--- src/rtl/tdb_pkg.sv ---
// Package: shared sizing helpers for the tamper debouncer.
// Assumes the period code maps code n to n+1 required ticks.
package tdb_pkg;
    localparam int NUM_PINS = 2;

    // Width of a count able to hold the longest target (2**pw ticks).
    function automatic int cnt_width(input int pw);
        return pw + 1;
    endfunction
endpackage

--- src/rtl/tdb_pin_counter.sv ---
// Module: per-pin debounce counter.
// Counts consecutive ticks that sample the pin active and raises a
// one-cycle event when the count first reaches the target.
// Assumes tick is a single-cycle strobe; target is 0 only when disabled.
module tdb_pin_counter #(
    parameter int CNT_W = 4
) (
    input  logic             clk,
    input  logic             rst_n,
    input  logic             tick,
    input  logic             enable,
    input  logic             active,
    input  logic [CNT_W-1:0] target,
    output logic             evt
);
    logic [CNT_W-1:0] cnt;
    logic [CNT_W-1:0] cnt_nxt;

    // Next count value, used for the reach test.
    always_comb cnt_nxt = cnt + CNT_W'(1);

    // Advance on active ticks, restart on inactive ticks or when disabled.
    always_ff @(posedge clk) begin
        if (!rst_n) begin
            cnt <= '0;
            evt <= 1'b0;
        end else begin
            evt <= 1'b0;
            if (!enable) begin
                cnt <= '0;
            end else if (tick) begin
                if (!active) begin
                    cnt <= '0;
                end else if (cnt < target) begin
                    cnt <= cnt_nxt;
                    evt <= (cnt_nxt == target);
                end
            end
        end
    end
endmodule

--- src/rtl/tdb_route.sv ---
// Module: event routing and sticky status.
// Turns per-pin events into status flags, interrupt and action pulses.
// Assumes evt bits are single-cycle; pin 1 owns the disable bits.
module tdb_route #(
    parameter int PINS = 2
) (
    input  logic            clk,
    input  logic            rst_n,
    input  logic [PINS-1:0] evt,
    input  logic [PINS-1:0] wake_en,
    input  logic            clr_en,
    input  logic            pin1_clr_dis,
    input  logic            pin1_ts_dis,
    input  logic            status_rd,
    output logic [PINS-1:0] status_flag,
    output logic            irq,
    output logic            wake_req,
    output logic            bkup_clr,
    output logic            ts_req
);
    // Sticky flags: a read clears, a new event sets and wins.
    always_ff @(posedge clk) begin
        if (!rst_n) status_flag <= '0;
        else        status_flag <= (status_flag & ~{PINS{status_rd}}) | evt;
    end

    // Interrupt level and action pulses.
    always_comb begin
        irq      = |status_flag;
        wake_req = |(evt & wake_en);
        bkup_clr = clr_en && (evt[0] || (evt[1] && !pin1_clr_dis));
        ts_req   = evt[1] && !pin1_ts_dis;
    end
endmodule

--- src/rtl/tamper_lpdb.sv ---
// Module: top of the tamper pin debouncer.
// Decodes the period code, applies per-pin polarity and connect
// enables, and feeds one counter per pin into the router.
// Assumes pin_in is already synchronized to clk.
module tamper_lpdb
    import tdb_pkg::*;
#(
    parameter int PERIOD_W = 3
) (
    input  logic                clk,
    input  logic                rst_n,
    input  logic                rtc_tick,
    input  logic [1:0]          pin_in,
    input  logic [1:0]          pin_pol,
    input  logic [1:0]          pin_conn,
    input  logic [1:0]          wake_en,
    input  logic [PERIOD_W-1:0] period_code,
    input  logic                clr_en,
    input  logic                pin1_clr_dis,
    input  logic                pin1_ts_dis,
    input  logic                status_rd,
    output logic [1:0]          status_flag,
    output logic                irq,
    output logic                wake_req,
    output logic                bkup_clr,
    output logic                ts_req
);
    localparam int CNT_W = cnt_width(PERIOD_W);

    logic [CNT_W-1:0]    target;
    logic                lpdb_on;
    logic [NUM_PINS-1:0] active;
    logic [NUM_PINS-1:0] evt;

    // Required tick count and global enable from the period code.
    always_comb begin
        lpdb_on = (period_code != '0);
        target  = lpdb_on ? (CNT_W'(period_code) + CNT_W'(1)) : '0;
    end

    for (genvar i = 0; i < NUM_PINS; i++) begin : g_pin
        // Active when the pin level matches its polarity bit.
        always_comb active[i] = ~(pin_in[i] ^ pin_pol[i]);

        tdb_pin_counter #(.CNT_W(CNT_W)) u_cnt (
            .clk    (clk),
            .rst_n  (rst_n),
            .tick   (rtc_tick),
            .enable (lpdb_on && pin_conn[i]),
            .active (active[i]),
            .target (target),
            .evt    (evt[i])
        );
    end

    tdb_route #(.PINS(NUM_PINS)) u_route (
        .clk          (clk),
        .rst_n        (rst_n),
        .evt          (evt),
        .wake_en      (wake_en),
        .clr_en       (clr_en),
        .pin1_clr_dis (pin1_clr_dis),
        .pin1_ts_dis  (pin1_ts_dis),
        .status_rd    (status_rd),
        .status_flag  (status_flag),
        .irq          (irq),
        .wake_req     (wake_req),
        .bkup_clr     (bkup_clr),
        .ts_req       (ts_req)
    );
endmodule

--- config.mk ---
export PLATFORM = sky130hd
export DESIGN_NAME = tamper_lpdb
export DESIGN_NICKNAME = d
export VERILOG_FILES = /design/src/rtl/tdb_pkg.sv /design/src/rtl/tdb_pin_counter.sv /design/src/rtl/tdb_route.sv /design/src/rtl/tamper_lpdb.sv
export SDC_FILE = /design/constraint.sdc
export NUM_CORES = 1
export LEC_CHECK = 0
export BUFFER_PORTS_ARGS = -buffer_cell sky130_fd_sc_hd__buf_2
export CAP_MARGIN = 20
export CORE_MARGIN = 4
export CORE_UTILIZATION = 57
export DETAILED_ROUTE_END_ITERATION = 6
export PLACE_DENSITY_LB_ADDON = 0.1
export SETUP_SLACK_MARGIN = 0.02
export SLEW_MARGIN = 25
export SYNTH_ARGS = -nofsm -noshare
export SYNTH_HDL_FRONTEND = slang
export SYNTH_SLANG_ARGS = --single-unit
--- constraint.sdc ---
create_clock -name clk -period 4.75 [get_ports clk]
set_input_delay 0.7125 -clock clk [delete_from_list [all_inputs] [get_ports clk]]
set_output_delay 0.7125 -clock clk [all_outputs]
set_load 0.01 [all_outputs]
==> results of run 1 <==
logic make-up (layout without fill, tap and decap cells):
group / after synthesis / after routing / synth area share [%]
compound gates: 24 / 24 / 17.7
xor+xnor: 12 / 12 / 11.9
fa+ha+maj: 12 / 12 / 14.5
buf+inv: 7 / 34 / 2.53
flops: 12 / 12 / 23.1
mux: 1 / 1 / 0.964
simple gates: 51 / 51 / 29.3
sequential cells by signal, summed over array words and instances (netlist names):
register             cells
g_pin.u_cnt.cnt          8
u_route.status_flag      2
g_pin.u_cnt.evt          2
power breakdown:
group / switching (uW) / total, uW / internal, uW
clock: 38.2 / 84.9 / 46.7
combinational: 27.3 / 49.7 / 22.4
sequential: 1.16 / 103 / 101
cell usage in the layout (no fill, tap or decap), types with 2 or more instances in the layout:
master and instances:
buf_2 23, dfxtp_1 12, o211ai_1 3, o311ai_0 2, xor2_1 6, nand2b_1 10, nor2b_1 8, ha_1 12
or4_1 2, nand4_1 4, o21a_1 4, inv_1 7, a31oi_1 6, nand3_1 7, nor3_1 4, nand2_1 3
xnor2_1 5, clkbuf_4 3, nor2_1 4, o31a_1 2
layer usage:
metal / share of wire [%] / up-vias / global-route usage [%]
met3: 3.1 / 4 / 5.34
met2: 55 / 15 / 37.8
li1: - / 497 / -
met1: 40 / 489 / 22.7
met4: 1.3 / 0 / 5.38
met5: 0 / - / 0
worst paths after layout:
path	start	end	slack, ns	cells past startpoint
worst max-delay path	period_code[0]	g_pin[0].u_cnt.cnt[2]	2.05	11
worst min-delay path	g_pin[1].u_cnt.evt	u_route.status_flag[1]	0.52	1
worst max register to register	g_pin[0].u_cnt.cnt[2]	g_pin[0].u_cnt.cnt[2]	3.00	5
worst min register to register	g_pin[1].u_cnt.evt	u_route.status_flag[1]	0.52	1
final cells by class:
| class | instances | share of cell area (%) |
|---|---|---|
| repair buffers | 23 | 9.43 |
| inverters | 7 | 2.15 |
| multi-input cells | 100 | 63.2 |
| flip-flops and latches | 12 | 19.7 |
| clock buffers | 4 | 2.97 |
| well taps | 25 | 2.56 |
through the flow:
step / cell area [sq um] / cells
after floorplan: 1040 / 119
after global placement: 1180 / 167
after detailed placement: 1180 / 167
after CTS: 1220 / 171
after global routing: 1220 / 171
final: 1220 / 171
==> results.yml, run 1 <==
power_and_ir_drop:
  power.total_uw: 237
  ir_drop_mv: 0.199
  leakagePower_uw: 0.000540
  power_density_nw_per_um2: 194
route:
  vias: 1005
  wl_um: 2320
  drt_iter0_drc: 18
  wl_per_cell_um: 13.6
  drt_pass1_iterations: 4
  vias_per_cell: 5.88
  drc_errors: 0
  ant_nets: 0
sta:
  maxSlewViolCount: 0
  tightest_slew_ns: 0.516
  whs_ns: 0.516
  setup_viol: 0
  finalCritPeriodShare_pct: 56.8
  relSlewSlack_pct: 65.6
  rsz0062_at_grt: "false"
  fmax_ghz: 0.371
  tns_ns: 0
  fin_skew_ns: 0.00260
  hold_violations: 0
  fin_ws_ns: 2.05
  fin_crit_ns: 2.70
yosys:
  async_flop_share_pct: 0
  synth_area_sq_um: 1040
  syn_avg_cell_area_sq_um: 8.73
  synth_edf_count: 0
  synth_area_leader_cell: "dfxtp_1"
  ys_ff_latch: 12
  syn-num-nets: 149
  synthCells: 119
  yosysTopAreaCellShare_pct: 23.1
  synth_seq_area_share_pct: 23.1
  ys_top_cells_by_area: "dfxtp_1 23%, ha_1 14%, nand2b_1 6.0%"
  ys_top_cells_by_count: "12 x dfxtp_1, 12 x ha_1, 10 x nand2b_1"
  post_synth_num_cell_types: 36
  synth_ff_type: "dfxtp_1"
  ys_warn_count: 0
clock_tree:
  cts.sinks: 12
  tritoncts: "done"
  postCtsHoldBufs: 0
  clkLatencyLatePin_ns: 0.28
  clk_path_buf_depth: 2
  postCtsSetupBuffers: 0
  h-tree-depth: 1
  post_cts_resized: 0
  cts-buffers-inserted: 3
  cts.clk_slew.worst_paths_ns: 0.08
  root_buffer: "clkbuf_4"
critical_path:
  cp_max_fo: 9
  crit_buf_inv: 3
  path_cells: "buf_2 > inv_1 > ha_1 > nand2b_1 > mux2i_1 > inv_1 > ha_1 > o21ai_0 > a21oi_1 > or4_1 > a31oi_1"
  arrival_ns: 2.91
  path_delay_family: "simple AND/OR/NAND/NOR gates"
  worst_ep_required_time_ns: 4.97
  max_stage_delay_ns: 0.54
  slowest_stage: "or4_1"
  critPathKind: "input port to register"
  cp-start-kind: "input port"
  cp-end-kind: "register"
finish:
  fin_nets: 177
  diodes: 0
  nFillCells: 145
  syn_to_final_growth_pct: 17.6
  drive_gt1_share_pct: 21.9
  multi_input_area_sq_um: 772
  ff_latch_area_sq_um: 240
  final_util_pct: 70.7
placement:
  dp_slack_ns: 1.76
  dp_hpwl_um: 1910
  port_buffers: 23
  gp_congestion: 0.862
status:
  status: "finished, final reports clean"
die:
  coreArea_sq_um: 1730
  die_w_um: 50.7
  ios: 24
  core.rowCount: 15
  die_area_sq_um: 2570
  start_util_pct: 60.1
  die_h_um: 50.7
global_route:
  antenna_found_initial: 0
  grt_usage_pct: 20.4
  grt_first_pass_wirelength_um: 4010
  first_global_vias: 943
  grt_max_degree: 11
  globalRouteOverflowTotal: 0
run:
  max_cap_viol_count: 0
min_path:
  hp-class: "register to register"
No activity file was read; power rests on OpenSTA's default activity.
==> run 2: changes to the inputs <==
ABC_AREA = 1   (was unset)
CORE_UTILIZATION = 52   (was 57)
clock period = 2.6 ns   (was 4.75 ns; I/O delays follow)
==> run 2 against run 1 <==
Against the previous run: combinational power rose to 2.7 times the previous value; synthesized area is 2.8% lower; hold slack worse by 0.13 ns; sequential power is 91% higher; global-route usage shrank 3.1 points; utilization fell by 4.8 points; non-clock buffer count stayed put; critical path depth grew 3; highest routed layer unchanged.
==> results.yml, run 2 <==
status:
  status: "finished, final reports clean"
critical_path:
  worst_ep_required_time_ns: 2.76
  max_stage_delay_ns: 0.32
  cp-end-kind: "register"
  r2r_start: "g_pin[0].u_cnt.cnt[0]"
  ff2ff_path_depth: 7
  path_delay_family: "simple AND/OR/NAND/NOR gates"
  path_cells: "buf_2 > inv_1 > ha_1 > nand2_2 > nand3_2 > ha_1 > nand2_1 > inv_1 > nand2_1 > nand2_1 > nand2_2 > nand3_1 > nand2_1 > nor2_1"
  timing.rr.end: "g_pin[0].u_cnt.evt"
  cp-start-kind: "input port"
  arrival_ns: 1.92
  critPathKind: "input port to register"
  slowest_stage: "ha_1"
  rrSetupSlack_ns: 1.24
  cpMostUsedCell: "nand2_1"
  cp_max_fo: 8
  crit_buf_inv: 3
finish:
  final_common_cell: "nand2_1"
  design_area_sq_um: 1170
  final_cell_mix: "38 x nand2_1, 23 x nor2_1, 23 x buf_2"
  final_cells: 201
  diodes: 0
  nFillCells: 161
  largest_register_ffs: 8
  regMostFlops: "g_pin.u_cnt.cnt"
  syn_to_final_growth_pct: 16.4
  fin_nets: 208
  top_regs: "g_pin.u_cnt.cnt: 8 flops, g_pin.u_cnt.evt: 2 flops, u_route.status_flag: 2 flops"
  drive_gt1_share_pct: 19.9
clock_tree:
  postCtsHoldBufs: 0
  cts.sinks: 12
  h-tree-depth: 1
  postCtsSetupBuffers: 0
  clk_path_buf_depth: 2
  clkLatencyLatePin_ns: 0.26
  post_cts_resized: 0
  cts.clk_slew.worst_paths_ns: 0.07
  root_buffer: "clkbuf_4"
  tritoncts: "done"
  cts-buffers-inserted: 3
power_and_ir_drop:
  power_density_nw_per_um2: 374
  power.share.combinational_pct: 30.9
  power_frac_clock_pct: 24.2
  ir_drop_mv: 0.402
  power.total_uw: 439
  seq_power_share_pct: 44.9
  p_int_uw: 300
  p_switching_uw: 139
  leakagePower_uw: 0.000640
  swShare_pct: 31.7
yosys:
  syn-num-nets: 181
  post_synth_num_cell_types: 24
  synth_area_leader_cell: "dfxtp_1"
  synth-adder-area-share_pct: 14.9
  synth_area_sq_um: 1010
  ys_warn_count: 0
  synth-compound-area-share_pct: 7.81
  async_flop_share_pct: 0
  synth_seq_area_share_pct: 23.8
  synthSimpleGateAreaFrac_pct: 35.6
  synth_mux_area_share_pct: 0
  synth_edf_count: 0
  synth_top_family_by_area: "simple AND/OR/NAND/NOR gates"
  synth_ff_type: "dfxtp_1"
  syn_avg_cell_area_sq_um: 6.69
  synth_most_common_cell: "nand2_1"
  ys_top_cells_by_area: "dfxtp_1 24%, ha_1 15%, nand2_1 14%"
  synthCells: 151
  synth-xor-area-share_pct: 10.2
  yosysTopAreaCellShare_pct: 23.8
  ys_ff_latch: 12
  ys_top_cells_by_count: "38 x nand2_1, 23 x nor2_1, 19 x inv_1"
global_route:
  first_global_vias: 927
  grt_max_degree: 13
  grt_first_pass_wirelength_um: 3570
  globalRouteOverflowTotal: 0
  antenna_found_initial: 0
  grt_usage_pct: 17.3
route:
  drt-met1-wl_um: 858
  drt_iter0_drc: 9
  met2_length_um: 1080
  drc_errors: 0
  wl_met3_um: 128
  drt_pass1_iterations: 4
  vias: 1011
  wl_per_cell_um: 10.3
  wl_um: 2080
  ant_nets: 0
  top_layer: "met4"
  vias_per_cell: 5.03
min_path:
  hp-start: "status_rd"
  hold_depth: 4
  hp-class: "input port to register"
  holdPathEnd: "u_route.status_flag[1]"
sta:
  relSlewSlack_pct: 79.4
  fin_skew_ns: 0.000431
  rsz0062_at_grt: "false"
  whs_ns: 0.386
  tns_ns: 0
  tightest_slew_ns: 0.307
  maxSlewViolCount: 0
  fmax_ghz: 0.566
  fin_crit_ns: 1.77
  finalCritPeriodShare_pct: 67.9
  hold_violations: 0
  setup_viol: 0
die:
  coreArea_sq_um: 1780
  core.rowCount: 15
  die_w_um: 52.1
  start_util_pct: 56.6
  die_h_um: 52.1
  ios: 24
  die_area_sq_um: 2710
placement:
  dp_hpwl_um: 1770
  port_buffers: 23
  placed_area_sq_um: 1150
  dp_cells: 198
  gp_congestion: 0.862
run:
  max_cap_viol_count: 0
-- run 2: cell count changes in the layout (fill, tap and decap cells not counted), sizes merged, moves of 5 or more --
cell    delta
nand2     +38
nand3      +5
inv       +13
a31oi      -6
nor2b      -8
a21oi      +9
nor2      +19
nand2b    -10
-- run 2: worst max path at each step --
stage / start / end / slack, ns / cells past startpoint
finish: period_code[0] / g_pin[0].u_cnt.cnt[3] / 0.83 / 14
global route: period_code[0] / g_pin[0].u_cnt.evt / 0.70 / 13
CTS: period_code[0] / g_pin[0].u_cnt.cnt[3] / 0.84 / 14
detailed placement: period_code[0] / g_pin[0].u_cnt.cnt[3] / 0.56 / 14
global placement: period_code[0] / g_pin[0].u_cnt.cnt[3] / 0.63 / 14
floorplan: period_code[0] / g_pin[0].u_cnt.cnt[0] / 0.85 / 13
-- run 2: layer usage --
layer,vias to the layer above,global-route usage (%)
li1,530,-
met1,445,19.5
met2,34,31.6
met3,2,5.16
met4,0,3.49
met5,-,0
-- run 2: cell type report --
cell class	instances	area, sq um	area share (%)
multi-input cells	118	691	58.8
flip-flops and latches	12	240	20.4
inverters	20	75.1	6.39
clock buffers	3	22.5	1.92
well taps	25	31.3	2.66
repair buffers	23	115	9.80
-- run 2: worst register-to-register path, cell delays in order (launching register included) --
cell and delay, ns:
dfxtp_1 0.38, inv_1 0.10, ha_1 0.30, nor2_1 0.10, nand2_1 0.06, nor3_1 0.20, nand2_1 0.08, nor2_1 0.08
-- run 2: metrics by stage --
step	util, %	setup slack (ns)
after CTS	65.9	0.841
after detailed placement	64.6	0.560
after global routing	65.9	0.702
final	65.9	0.834
after global placement	64.6	0.628
after floorplan	-	0.854
-- run 2: power groups by stage --
stage / registers [uW] / clock network, uW / logic [uW]
floorplan: 199 / 0 / 101
global placement: 201 / 0 / 132
detailed placement: 201 / 0 / 136
CTS: 197 / 111 / 136
global route: 198 / 125 / 157
finish: 197 / 106 / 136
-- run 2: logic make-up (layout without fill, tap and decap cells) --
logic type                 count (synthesis)  count (layout)
AOI/OAI and AO/OA                         14              14
xor gates and xnor gates                  10              10
adders and majority gates                 12              12
buffers and inverters                     21              46
DFF                                       12              12
and+or+nand+nor                           82              82
==> run 3: changes to the inputs <==
ABC_AREA = 0   (was 1)
CORE_UTILIZATION = 53   (was 52)
clock period = 1.7 ns   (was 2.6 ns; I/O delays follow)
==> run 3 against run 2 <==
Against the previous run: the run now ends with negative setup slack left; total power up 72%; die area up 0.77%; sequential power up 45%; first-iteration DRC count rose to 3.6 times the previous value; clock skew up 0.0018 ns; non-clock buffer count up 16; critical endpoint is now g_pin[0].u_cnt.cnt[0]; highest routed layer unchanged.
==> results.yml, run 3 (synthesized netlist as in run 1, its figures left out) <==
sta:
  fmax_ghz: 0.575
  tns_ns: -0.115
  fin_ws_ns: -0.0386
  finalCritPeriodShare_pct: 102
  hold_violations: 0
  tightest_slew_ns: 0.386
  relSlewSlack_pct: 74.1
  maxSlewViolCount: 0
  fin_crit_ns: 1.74
  fin_skew_ns: 0.00228
  rsz0062_at_grt: "true"
  setup_viol: 6
clock_tree:
  tritoncts: "done"
  clk_path_buf_depth: 2
  postCtsHoldBufs: 0
  cts.sinks: 12
  root_buffer: "clkbuf_4"
  h-tree-depth: 1
  cts-buffers-inserted: 3
  cts.clk_slew.worst_paths_ns: 0.08
  clkLatencyLatePin_ns: 0.29
min_path:
  hp-class: "input port to register"
  holdPathEnd: "u_route.status_flag[1]"
  hp-start: "rst_n"
  hold_depth: 2
route:
  wl_um: 3180
  drt-met1-wl_um: 1310
  vias: 1152
  drc_errors: 0
  wl_met3_um: 227
  drt_pass1_iterations: 4
  drt_iter0_drc: 32
  wl_per_cell_um: 17.0
  ant_nets: 0
  met2_length_um: 1510
  vias_per_cell: 6.16
  top_layer: "met4"
die:
  ios: 24
  die_area_sq_um: 2730
  die_h_um: 52.3
  coreArea_sq_um: 1780
  die_w_um: 52.3
  core.rowCount: 15
  start_util_pct: 58.2
power_and_ir_drop:
  power_density_nw_per_um2: 504
  ir_drop_mv: 0.500
  leakagePower_uw: 0.000639
global_route:
  antenna_found_initial: 0
  grt_first_pass_wirelength_um: 4840
  globalRouteOverflowTotal: 0
  grt_usage_pct: 23.9
  grt_max_degree: 11
  first_global_vias: 1099
finish:
  final_common_cell: "buf_2"
  diodes: 0
  nFillCells: 103
  multi_input_area_sq_um: 881
  final_cell_mix: "21 x buf_2, 14 x buf_4, 12 x dfxtp_1"
  drive_gt1_share_pct: 38.3
  syn_to_final_growth_pct: 44.5
  fin_nets: 193
  ff_latch_area_sq_um: 240
  largest_register_ffs: 8
  regMostFlops: "g_pin.u_cnt.cnt"
  final_cells: 187
  top_regs: "g_pin.u_cnt.cnt: 8 flops, g_pin.u_cnt.evt: 2 flops, u_route.status_flag: 2 flops"
placement:
  port_buffers: 23
  dp_cells: 178
  gp_congestion: 0.927
  dp_hpwl_um: 2140
critical_path:
  ff2ff_path_depth: 6
  r2r_start: "g_pin[1].u_cnt.cnt[2]"
  rrSetupSlack_ns: 0.07
  arrival_ns: 1.95
  cp-end-kind: "register"
  cp_max_fo: 6
  timing.rr.end: "g_pin[1].u_cnt.evt"
  critPathKind: "input port to register"
  cp-start-kind: "input port"
  worst_ep_required_time_ns: 1.91
run:
  max_cap_viol_count: 0
status:
  violations: "negative setup slack"
  status: "complete, but fails checks"
==> run 3: changes by cell type in the layout (fill, tap and decap cells not counted), sizes merged, moves of 3 or more <==
cell	previous run	this run
nand2	42	4
nor2	23	4
buf	23	39
inv	20	7
nand2b	0	10
a21oi	10	1
nor2b	0	8
a31oi	0	6
nand3	12	7
nand4	1	4
o211ai	0	3
o21a	1	4
==> run 3: metrics by stage <==
step / hold slack, ns / util [%] / cell area, sq um / setup WS, ns / power (uW)
floorplan: 0.373 / - / 1110 / -0.111 / 400
global placement: 0.496 / 75.2 / 1340 / -0.360 / 465
detailed placement: 0.494 / 75.2 / 1340 / -0.423 / 473
CTS: 0.244 / 83.6 / 1490 / -0.00365 / 742
global route: 0.248 / 84.1 / 1500 / -0.0962 / 787
finish: 0.244 / 84.1 / 1500 / -0.0386 / 757
==> run 3: what timing repair did <==
item / CTS / global route
setup buffers: 5 / 0
resized for setup: 15 / 3
endpoints found under the setup margin: 9 / 9
pin swaps: 7 / 10
==> run 3: worst max-delay path: stages <==
cell and delay [ns]:
buf_12 0.10, inv_12 0.03, ha_4 0.15, nand2b_4 0.14, mux2i_4 0.17, inv_2 0.09, ha_4 0.23, o21ai_4 0.15
a21oi_4 0.07, or4_1 0.40, a31oi_1 0.18
==> run 3: worst max path at each step <==
stage                         startpoint               endpoint  slack (ns)  depth (start not counted)
after detailed placement  period_code[1]  g_pin[0].u_cnt.cnt[1]       -0.42                         10
after CTS                 period_code[1]  g_pin[0].u_cnt.cnt[1]      -0.004                         12
after global routing      period_code[1]  g_pin[0].u_cnt.cnt[1]        -0.1                         12
after global placement    period_code[1]     g_pin[1].u_cnt.evt       -0.36                          9
final                     period_code[1]  g_pin[0].u_cnt.cnt[0]       -0.04                         11
after floorplan           period_code[1]  g_pin[0].u_cnt.cnt[3]       -0.11                         10
==> run 3: report_power, final <==
group          internal (uW)  switching (uW)  total [uW]
Combinational            116             113         229
Sequential               283            2.40         286
Clock                    131             112         242
Total                    530             227         757
==> run 3: routing by layer <==
layer  vias to the layer above  track usage [%]
met5                         -                0
met1                       548             28.4
li1                        533                -
met2                        56             41.2
met3                        15             5.13
met4                         0             10.2
==> run 3: cell type report <==
cell class	count	area share [%]
Clock buffer	4	2.42
Inverter	7	2.92
Multi-Input combinational cell	100	58.7
Sequential cell	12	16.0
Tap cell	25	2.09
Timing Repair Buffer	39	17.8
